[config.mk]
export PLATFORM = sky130hd
export DESIGN_NAME = burst_sram
export DESIGN_NICKNAME = d
export VERILOG_FILES = /design/src/rtl/sram_pkg.sv /design/src/rtl/burst_ctrl.sv /design/src/rtl/sram_array.sv /design/src/rtl/out_stage.sv /design/src/rtl/burst_sram.sv
export SDC_FILE = /design/constraint.sdc
export NUM_CORES = 2
export LEC_CHECK = 0
export BUFFER_PORTS_ARGS = -buffer_cell sky130_fd_sc_hd__clkbuf_2
export CAP_MARGIN = 20
export CORE_UTILIZATION = 50
export CTS_CLUSTER_SIZE = 14
export DETAILED_ROUTE_END_ITERATION = 16
export GPL_TIMING_DRIVEN = 1
export PLACE_DENSITY = 0.63
export SETUP_SLACK_MARGIN = 0.3
export SYNTH_ARGS = -nofsm -noshare
export SYNTH_HDL_FRONTEND = slang
export SYNTH_SLANG_ARGS = --single-unit
[constraint.sdc]
create_clock -name clk -period 4.06 [get_ports clk]
set_input_delay 0.609 -clock clk [delete_from_list [all_inputs] [get_ports clk]]
set_output_delay 0.609 -clock clk [all_outputs]
set_load 0.05 [all_outputs]
[src/rtl/sram_pkg.sv]
package sram_pkg;
  typedef enum logic [1:0] {OP_IDLE = 2'd0, OP_READ = 2'd1, OP_WRITE = 2'd2} op_e;
endpackage

[src/rtl/burst_ctrl.sv]
module burst_ctrl
  import sram_pkg::*;
#(
  parameter int ADDR_W = 6,
  parameter int BYTES  = 4,
  parameter int BYTE_W = 9,
  localparam int DATA_W = BYTES * BYTE_W
) (
  input  logic              clk,
  input  logic              rst,
  input  logic              sleep,
  input  logic              chip_en,
  input  logic              strobe_cpu,
  input  logic              strobe_ctl,
  input  logic              adv,
  input  logic              glob_wr,
  input  logic              byte_en,
  input  logic [BYTES-1:0]  byte_sel,
  input  logic              linear_mode,
  input  logic [ADDR_W-1:0] addr,
  input  logic [DATA_W-1:0] din,
  output op_e               op_q,
  output logic [ADDR_W-1:0] mem_addr,
  output logic [BYTES-1:0]  wmask_q,
  output logic [DATA_W-1:0] wdata_q
);
  logic [ADDR_W-1:0] base_q;
  logic [1:0]        beat_q;
  logic [1:0]        low;
  logic [BYTES-1:0]  mask_in;
  logic start_rd, start_ctl, desel, step;

  always_comb begin
    start_rd  = strobe_cpu & chip_en;
    start_ctl = strobe_ctl & chip_en & ~start_rd;
    desel     = strobe_ctl & ~chip_en & ~start_rd;
    step      = ~start_rd & ~start_ctl & ~desel & adv & (op_q != OP_IDLE);
    mask_in   = glob_wr ? {BYTES{1'b1}} : (byte_en ? byte_sel : '0);
    low       = linear_mode ? (base_q[1:0] + beat_q) : (base_q[1:0] ^ beat_q);
    mem_addr  = {base_q[ADDR_W-1:2], low};
  end

  always_ff @(posedge clk) begin
    if (rst) begin
      op_q    <= OP_IDLE;
      base_q  <= '0;
      beat_q  <= '0;
      wmask_q <= '0;
      wdata_q <= '0;
    end else if (!sleep) begin
      if (start_rd) begin
        op_q    <= OP_READ;
        base_q  <= addr;
        beat_q  <= '0;
        wmask_q <= '0;
      end else if (start_ctl) begin
        op_q    <= (|mask_in) ? OP_WRITE : OP_READ;
        base_q  <= addr;
        beat_q  <= '0;
        wmask_q <= mask_in;
        wdata_q <= din;
      end else if (desel) begin
        op_q    <= OP_IDLE;
        wmask_q <= '0;
      end else if (step) begin
        beat_q <= beat_q + 2'd1;
        if (op_q == OP_WRITE) begin
          wmask_q <= mask_in;
          wdata_q <= din;
        end
      end
    end
  end

  // no strobe and no advance keeps burst position and operation
  a_r6_hold_steady: assert property (@(posedge clk) disable iff (rst)
    (!strobe_cpu && !strobe_ctl && !adv) |=> ($stable(base_q) && $stable(beat_q) && $stable(op_q)));

  // an advance from the last beat returns to the base address
  a_r3_wrap_return: assert property (@(posedge clk) disable iff (rst)
    (!sleep && !strobe_cpu && !strobe_ctl && adv && op_q != OP_IDLE && beat_q == 2'd3)
      |=> (mem_addr == base_q || linear_mode != $past(linear_mode)));

  // sleep freezes the command stage
  a_r10_sleep_freeze: assert property (@(posedge clk) disable iff (rst)
    sleep |=> ($stable(op_q) && $stable(base_q) && $stable(beat_q) && $stable(wmask_q)));

  // a processor strobe with chip enable low starts nothing
  a_r2_ce_low_ignored: assert property (@(posedge clk) disable iff (rst)
    (strobe_cpu && !chip_en && !strobe_ctl && !adv) |=> $stable(op_q));
endmodule

[src/rtl/sram_array.sv]
module sram_array #(
  parameter int ADDR_W = 6,
  parameter int BYTES  = 4,
  parameter int BYTE_W = 9,
  localparam int DATA_W = BYTES * BYTE_W,
  localparam int DEPTH  = 1 << ADDR_W
) (
  input  logic              clk,
  input  logic              we,
  input  logic              re,
  input  logic [BYTES-1:0]  wmask,
  input  logic [ADDR_W-1:0] addr,
  input  logic [DATA_W-1:0] wdata,
  output logic [DATA_W-1:0] rdata
);
  logic [DATA_W-1:0] mem [DEPTH];

  for (genvar i = 0; i < BYTES; i++) begin : g_lane
    always_ff @(posedge clk) begin
      if (we && wmask[i]) mem[addr][i*BYTE_W +: BYTE_W] <= wdata[i*BYTE_W +: BYTE_W];
    end
  end

  always_ff @(posedge clk) begin
    if (re) rdata <= mem[addr];
  end
endmodule

[src/rtl/out_stage.sv]
module out_stage
  import sram_pkg::*;
(
  input  logic clk,
  input  logic rst,
  input  op_e  op_q,
  input  logic single_desel,
  input  logic oe,
  input  logic sleep,
  output logic dq_drive
);
  logic drive_q;
  logic idle_now;

  always_ff @(posedge clk) begin
    if (rst) drive_q <= 1'b0;
    else     drive_q <= (op_q == OP_READ);
  end

  always_comb begin
    idle_now = (op_q == OP_IDLE);
    dq_drive = oe & ~sleep & drive_q & ~(single_desel & idle_now);
  end

  // output enable low means no drive
  a_r9_oe_off: assert property (@(posedge clk) disable iff (rst) !oe |-> !dq_drive);

  // in dual mode, a deselect one edge back leaves no drive
  a_r8_dual_off: assert property (@(posedge clk) disable iff (rst)
    (op_q == OP_IDLE && !single_desel) |=> !dq_drive);

  // a write command leaves the following stage undriven
  a_r11_write_quiet: assert property (@(posedge clk) disable iff (rst)
    (op_q == OP_WRITE) |=> !drive_q);
endmodule

[src/rtl/burst_sram.sv]
module burst_sram
  import sram_pkg::*;
#(
  parameter int ADDR_W = 6,
  parameter int BYTES  = 4,
  parameter int BYTE_W = 9,
  localparam int DATA_W = BYTES * BYTE_W
) (
  input  logic              clk,
  input  logic              rst,
  input  logic [ADDR_W-1:0] addr,
  input  logic [DATA_W-1:0] din,
  input  logic              chip_en,
  input  logic              strobe_cpu,
  input  logic              strobe_ctl,
  input  logic              adv,
  input  logic              glob_wr,
  input  logic              byte_en,
  input  logic [BYTES-1:0]  byte_sel,
  input  logic              linear_mode,
  input  logic              single_desel,
  input  logic              oe,
  input  logic              sleep,
  output logic [DATA_W-1:0] dq_out,
  output logic              dq_drive
);
  op_e               op_q;
  logic [ADDR_W-1:0] mem_addr;
  logic [BYTES-1:0]  wmask_q;
  logic [DATA_W-1:0] wdata_q;

  burst_ctrl #(.ADDR_W(ADDR_W), .BYTES(BYTES), .BYTE_W(BYTE_W)) u_ctrl (
    .clk(clk), .rst(rst), .sleep(sleep), .chip_en(chip_en),
    .strobe_cpu(strobe_cpu), .strobe_ctl(strobe_ctl), .adv(adv),
    .glob_wr(glob_wr), .byte_en(byte_en), .byte_sel(byte_sel),
    .linear_mode(linear_mode), .addr(addr), .din(din),
    .op_q(op_q), .mem_addr(mem_addr), .wmask_q(wmask_q), .wdata_q(wdata_q)
  );

  sram_array #(.ADDR_W(ADDR_W), .BYTES(BYTES), .BYTE_W(BYTE_W)) u_array (
    .clk(clk), .we(op_q == OP_WRITE), .re(op_q == OP_READ),
    .wmask(wmask_q), .addr(mem_addr), .wdata(wdata_q), .rdata(dq_out)
  );

  out_stage u_out (
    .clk(clk), .rst(rst), .op_q(op_q), .single_desel(single_desel),
    .oe(oe), .sleep(sleep), .dq_drive(dq_drive)
  );

  // sleep high means no drive
  a_r10_sleep_quiet: assert property (@(posedge clk) disable iff (rst) sleep |-> !dq_drive);

  // single mode turns the drive off right after a deselect edge
  a_r7_single_off: assert property (@(posedge clk) disable iff (rst)
    (strobe_ctl && !chip_en && !sleep) |=> (!dq_drive || !single_desel));
endmodule

# [After elaboration in Yosys (flattened, before gate mapping)]
# Memories as Yosys holds them, arrays and structs flattened. A register that Yosys moved wholly into a read port is not among the register bits.
# Cells that the tools add are included.
[classes] add_sub_neg=2 eq_ne=4 n_mux=30 n_bitwise=20 n_reduce_logical=19
[op_table] cell="36-bit two-way mux" count=4
[op_table] cell="4-bit two-way mux" count=7
[op_table] cell="2-bit two-way mux" count=9
[op_table] cell="1-bit AND" count=13
[op_table] cell="6-bit two-way mux" count=2
[op_table] cell="1-bit two-way mux" count=8
[op_table] cell="2-bit nonzero test" count=4
[op_table] cell="4-bit nonzero test" count=2
[op_table] cell="1-bit NOT" count=6
[op_table] cell="3-bit AND reduction" count=2
[op_table] cell="3-bit nonzero test" count=2
[op_table] cell="5-bit AND reduction" count=1
[op_table] cell="1-bit logical AND" count=4
[op_table] cell="2-bit AND reduction" count=2
[op_table] cell="4-bit OR reduction" count=1
[op_table] cell="3-bit by 1-bit != test with 1-bit output (second input constant)" count=1
[op_table] cell="2-bit by 1-bit adder with 2-bit output (second input constant)" count=1
[op_table] cell="2-bit adder" count=1
[op_table] cell="2-bit by 1-bit == test with 1-bit output (second input constant)" count=1
[op_table] cell="2-bit == test (second input constant)" count=1
[op_table] cell="2-bit logical NOT" count=1
[op_table] cell="2-bit by 1-bit != test with 1-bit output (second input constant)" count=1
[op_table] cell="2-bit XOR" count=1
[word_totals] regBits=51 ramBits=2304 inputBits=58 out_inout_bits=37 wordCells=82 n_memories=1
[mem_list] name="u_array.mem" words=64 width=36 read_ports=1 rd_ports_with_merged_regs=1 wr=1 line="sram_array.sv:16" text="logic [DATA_W-1:0] mem [DEPTH];"

# [Logic depth before layout (Yosys ltp)]
[depth] word_depth=12 mapped_depth=13 mapped_depth_nobuf=8

# [By module]
# Synthesis repeated with hierarchy kept, for this count alone.
[hier_totals] hier_cells=5467 area_unflattened_um2=91499.0
[by_module_without_submodules] module="sram_array" instances=1 cells_each=5220 area_per_inst_um2=89423.3 seq_area_each_um2=70267.4
[by_module_without_submodules] module="burst_ctrl" instances=1 cells_each=240 area_per_inst_um2=2013.2 seq_area_each_um2=1001.0
[by_module_without_submodules] module="out_stage" instances=1 cells_each=5 area_per_inst_um2=47.5 seq_area_each_um2=20.0
[by_module_without_submodules] module="burst_sram" instances=1 cells_each=2 area_per_inst_um2=15.0 seq_area_each_um2=0.0

# [Worst setup path before layout]
# OpenSTA, ideal clock, no wires.
[synth_timing] kind="register to register" from="reg u_ctrl.beat_q[0]" to="mem u_array.mem[5][18] in the netlist's numbering, enable pin" setup_time_ps=374 arrival_time_ps=2818 required_time_ps=3686 slack_ps=868 stages_incl_launch_ff=11 n_path_buf=7 period_less_slack_ps=3192 path_cell_list="dfxtp_1 ha_1 buf_2 buf_4 buf_2 buf_2 clkbuf_1 buf_2 nand3_1 clkbuf_1 nor2_1"
[synth_between] elab_chain_len=2 elab_cells_between_ends=3 classes_between="1 x add/sub; 1 x mux; 1 x bitwise"
[synth_rtl] element="start: declaration" line="burst_ctrl.sv:28" text="logic [1:0] beat_q;"
[synth_rtl] element="start signal: assignment" line="burst_ctrl.sv:66" text="beat_q <= beat_q + 2'd1;"
[synth_rtl] element="2-bit adder / 2-bit XOR (equally long branches)" line="burst_ctrl.sv:39" text="low = linear_mode ? (base_q[1:0] + beat_q) : (base_q[1:0] ^ beat_q);"
[synth_rtl] element="2-bit two-way mux *" line="burst_ctrl.sv:39"
[synth_rtl] element="end: declaration" line="sram_array.sv:16"
# Every way passes the cells marked *; elsewhere a longest branch is shown, timed or not.

# [Worst setup path in the final report]
[layout_timing] from="reg u_ctrl.beat_q[1]" to="reg u_array.rdata[16], read port of u_array.mem, data pin"
[layout_between] elab_chain_len=2 elab_cells_between_ends=3 classes_between="1 x add/sub; 1 x mux; 1 x bitwise"
[layout_rtl] element="2-bit adder / 2-bit XOR (equally long branches)" line="burst_ctrl.sv:39"
[layout_rtl] element="2-bit two-way mux *" line="burst_ctrl.sv:39"
[layout_rtl] element="end: declaration" line="sram_array.sv:14" text="output logic [DATA_W-1:0] rdata"
# Marked as above.
# A chain may end at the register's enable or synchronous reset.

==> impl_metrics.json <==
{
  "finalNonFillerCells": 10384,
  "dp_hpwl_microns": 212400,
  "cp_slowest_stage_delay_ps": 660,
  "wl_microns": 331400,
  "multi_input_area_sq_um": 27410,
  "first_iter_violations": 10151,
  "clockBufferDepth": 3,
  "crit_top_cell": "buf_4",
  "wl_per_cell_microns": 31.91,
  "coreArea_sq_um": 199900,
  "place.gp.congestion": 0.9420,
  "grtUsageMet3_pct": 8.213,
  "crit_slowest_cell": "nand2_1",
  "cp.arrival_ps": 4440,
  "period_needed_ps": 3790,
  "slew_headroom_pct": 20.88,
  "end_kind": "flop",
  "finalHoldViolCount": 0,
  "peakVddDrop_mv": 0.3860,
  "die-area_sq_um": 203300,
  "chipWidth_microns": 450.8,
  "cts_buffers": 238,
  "placed_area_sq_um": 107400,
  "maxCapViolCount": 0,
  "first_global_vias": 64564,
  "fin_tns_setup_ps": 0,
  "drive_above_1_share_pct": 19.54,
  "cp_max_fo": 11,
  "syn_to_final_growth_pct": 15.18,
  "use_met1_pct": 42.52,
  "grt_pass1_wl_microns": 466900,
  "worst_slew_pin_slew_ps": 1187,
  "worst_setup_path_start_kind": "flop",
  "total_power_mw": 52.23,
  "synth_ff_type": "edfxtp_1",
  "crit_start": "u_ctrl.beat_q[1]",
  "crit_buf_inv": 4,
  "ys_types": 60,
  "start_util_pct": 50.40,
  "cts_tree": "built",
  "setup_viol": 0,
  "grt_max_degree": 164,
  "ys.warnings.count": 0,
  "rows": 164,
  "rsz0062_at_grt": "false",
  "firstDrtPassIters": 9,
  "syn_avg_cell_area_sq_um": 14.11,
  "cp_top_family": "simple AND/OR/NAND/NOR gates",
  "p_leak_nw": 35.48,
  "die_h_microns": 450.8,
  "drcViolationCount": 0,
  "cp_cell_sequence": "buf_4 -> xor2_4 -> buf_4 -> buf_12 -> nor2_4 -> nand2_1 -> buf_4 -> o221ai_1 -> o211ai_1 -> or4_1",
  "reg2reg_from": "u_ctrl.beat_q[1]",
  "drtAntennaViolNets": 0,
  "insertion_delay_ps": 920,
  "clkTransAtPathRegs_ps": 60,
  "max_freq_mhz": 263.9,
  "via_per_inst": 6.555,
  "critPathKind": "flop to flop",
  "gr-usage-met2_pct": 48.50,
  "track_usage_pct": 32.02,
  "synthCells": 7139,
  "synthArstFlopShare_pct": 0,
  "grt-busiest-layer": "met2",
  "synth_edf_count": 2340,
  "syn_nets": 7198,
  "dp_cells": 9870,
  "fillCellCount": 15421,
  "synth-seq-area-share_pct": 70.77,
  "synthesis.area_sq_um": 100700,
  "fin_nets": 7565,
  "period_share_pct": 93.34,
  "io_pins": 95,
  "slew_violations": 0,
  "p_per_area_nw_per_um2": 450.2,
  "r2r_cells": 10,
  "cts.sink_count": 2391,
  "ys_seq_elements": 2391,
  "overflow": 0,
  "antenna_found_initial": 17,
  "vias": 68064,
  "design_area_sq_um": 116000,
  "seq_area_sq_um": 71340,
  "rrSetupSlack_ps": 270,
  "required_ps": 4710,
  "final.setup_skew_ps": 70.05,
  "reg2reg_to": "u_array.rdata[16]",
  "worstHoldPathType": "input pin to flop",
  "cp-endpoint": "u_array.rdata[16]",
  "outcome": "finished, final reports clean",
  "path_depth": 10,
  "numPortBuffers": 94,
  "clockRootBuffer": "clkbuf_16",
  "cts-htree-levels": 4,
  "fin_util_pct": 58.05
}
routing by layer:
layer	wire length, microns	vias to the layer above
met1	122700	34339
met5	224	-
met4	19780	20
met2	149200	4382
met3	39420	837
li1	-	28486
registers in the layout, summed over array words and instances, names as in the netlist:
name,cells
u_ctrl.wdata_q,36
u_ctrl.beat_q,2
u_array.mem,2304
u_ctrl.base_q,6
u_array.rdata,36
u_ctrl.op_q,2
u_out.drive_q,1
u_ctrl.wmask_q,4
power breakdown:
part,internal [mW],switching (mW)
clock network,12.8,9.68
logic,0.834,1.69
registers,27.0,0.187
how the worst min path moves through the flow:
stage / startpoint / to / slack (ps) / depth (start not counted)
after floorplan: u_ctrl.base_q[0] / u_ctrl.base_q[0] / 460 / 2
after global placement: u_ctrl.wdata_q[18] / u_array.mem[46][18] / 420 / 0
after detailed placement: u_ctrl.wdata_q[18] / u_array.mem[46][18] / 440 / 0
after CTS: din[26] / u_ctrl.wdata_q[26] / 10 / 3
after global routing: din[26] / u_ctrl.wdata_q[26] / 70 / 3
final: din[26] / u_ctrl.wdata_q[26] / 70 / 3
worst reg2reg max path, cell delays in order, from the launching register on:
cell	delay (ps)
dfxtp_1	360
buf_4	180
xor2_4	220
buf_4	180
buf_12	150
nor2_4	160
nand2_1	660
buf_4	440
o221ai_1	420
o211ai_1	220
or4_1	530
what timing repair did:
item,in CTS,in global routing
buffers inserted,4,9
cloned,0,3
endpoints found under the setup margin,10,41
hold endpoints to repair,34,0
hold buffers,34,0
resized for setup,2,9
pin swaps,2,2
placed cells by master, fill, tap and decap left out, drive strengths merged, types with 9 or more instances in the layout:
| cell | instances |
|---|---|
| a211o | 11 |
| a211oi | 36 |
| a21oi | 297 |
| a221oi | 12 |
| a22oi | 24 |
| a311oi | 53 |
| a31o | 20 |
| a31oi | 232 |
| a32oi | 11 |
| and3 | 50 |
| buf | 552 |
| bufinv | 30 |
| clkbuf | 391 |
| clkinv | 110 |
| clkinvlp | 9 |
| dfxtp | 51 |
| diode | 14 |
| dlygate4sd3 | 34 |
| edfxtp | 2340 |
| inv | 9 |
| mux2 | 130 |
| mux2i | 115 |
| mux4 | 255 |
| nand2 | 1223 |
| nand3 | 94 |
| nand4 | 27 |
| nor2 | 522 |
| nor3 | 257 |
| nor4 | 14 |
| o211ai | 126 |
| o21ai | 202 |
| o21bai | 50 |
| o221ai | 129 |
| o22ai | 125 |
| o311a | 21 |
| o311ai | 18 |
| or2 | 22 |
| or3 | 26 |
| or4 | 33 |
kinds of logic (layout without fill, tap and decap cells):
| logic type | count (synthesis) | after routing | share of synthesized area, % |
|---|---|---|---|
| mux | 500 | 500 | 8.298 |
| fa+ha+maj | 1 | 1 | 0.01242 |
| other cells | 0 | 14 | 0 |
| compound gates | 1391 | 1391 | 9.085 |
| xor+xnor | 5 | 5 | 0.05839 |
| simple gates | 2291 | 2291 | 9.519 |
| flops | 2391 | 2391 | 70.77 |
| buf+inv | 560 | 1135 | 2.255 |
cell usage after synthesis, drive strengths merged (11+ instances only):
cell type	instances	area share, %
and3	50	0.31
a32oi	11	0.096
o22ai	125	0.78
o221ai	129	1.1
nor4	14	0.087
o21ai	202	1.0
a311oi	53	0.46
mux2	130	1.5
a22oi	24	0.18
o211ai	126	0.94
or3	26	0.16
nand2	1223	4.6
dfxtp	51	1.0
a211o	11	0.096
clkbuf	378	1.4
mux2i	115	1.1
a211oi	36	0.27
mux4	255	5.7
a221oi	12	0.10
edfxtp	2340	70
o311ai	18	0.16
buf	178	0.83
a31oi	232	1.4
nand3	94	0.47
or4	33	0.25
nor2	522	1.9
or2	22	0.14
nand4	27	0.17
nor3	257	1.3
a21oi	297	1.5
o21bai	50	0.37
o311a	21	0.21
a31o	20	0.17
layout make-up:
type | instances | share of cell area [%]
Antenna cell | 14 | 0.03020
Timing Repair Buffer | 683 | 5.073
Tap cell | 2656 | 2.864
Inverter | 4 | 0.01941
Clock buffer | 294 | 5.367
Multi-Input combinational cell | 4188 | 23.62
Sequential cell | 2391 | 61.49
Clock inverter | 154 | 1.526
through the flow:
stage | hold WS (ps) | worst slack (ps)
2_1_floorplan | 464.7 | 868.2
3_5_place_dp | 439.6 | 117.5
6_report | 68.42 | 270.2
5_1_grt | 70.00 | 296.3
4_1_cts | 12.59 | 307.7
3_3_place_gp | 423.3 | 120.9
Note: power is estimated with default switching activity, not from simulation.
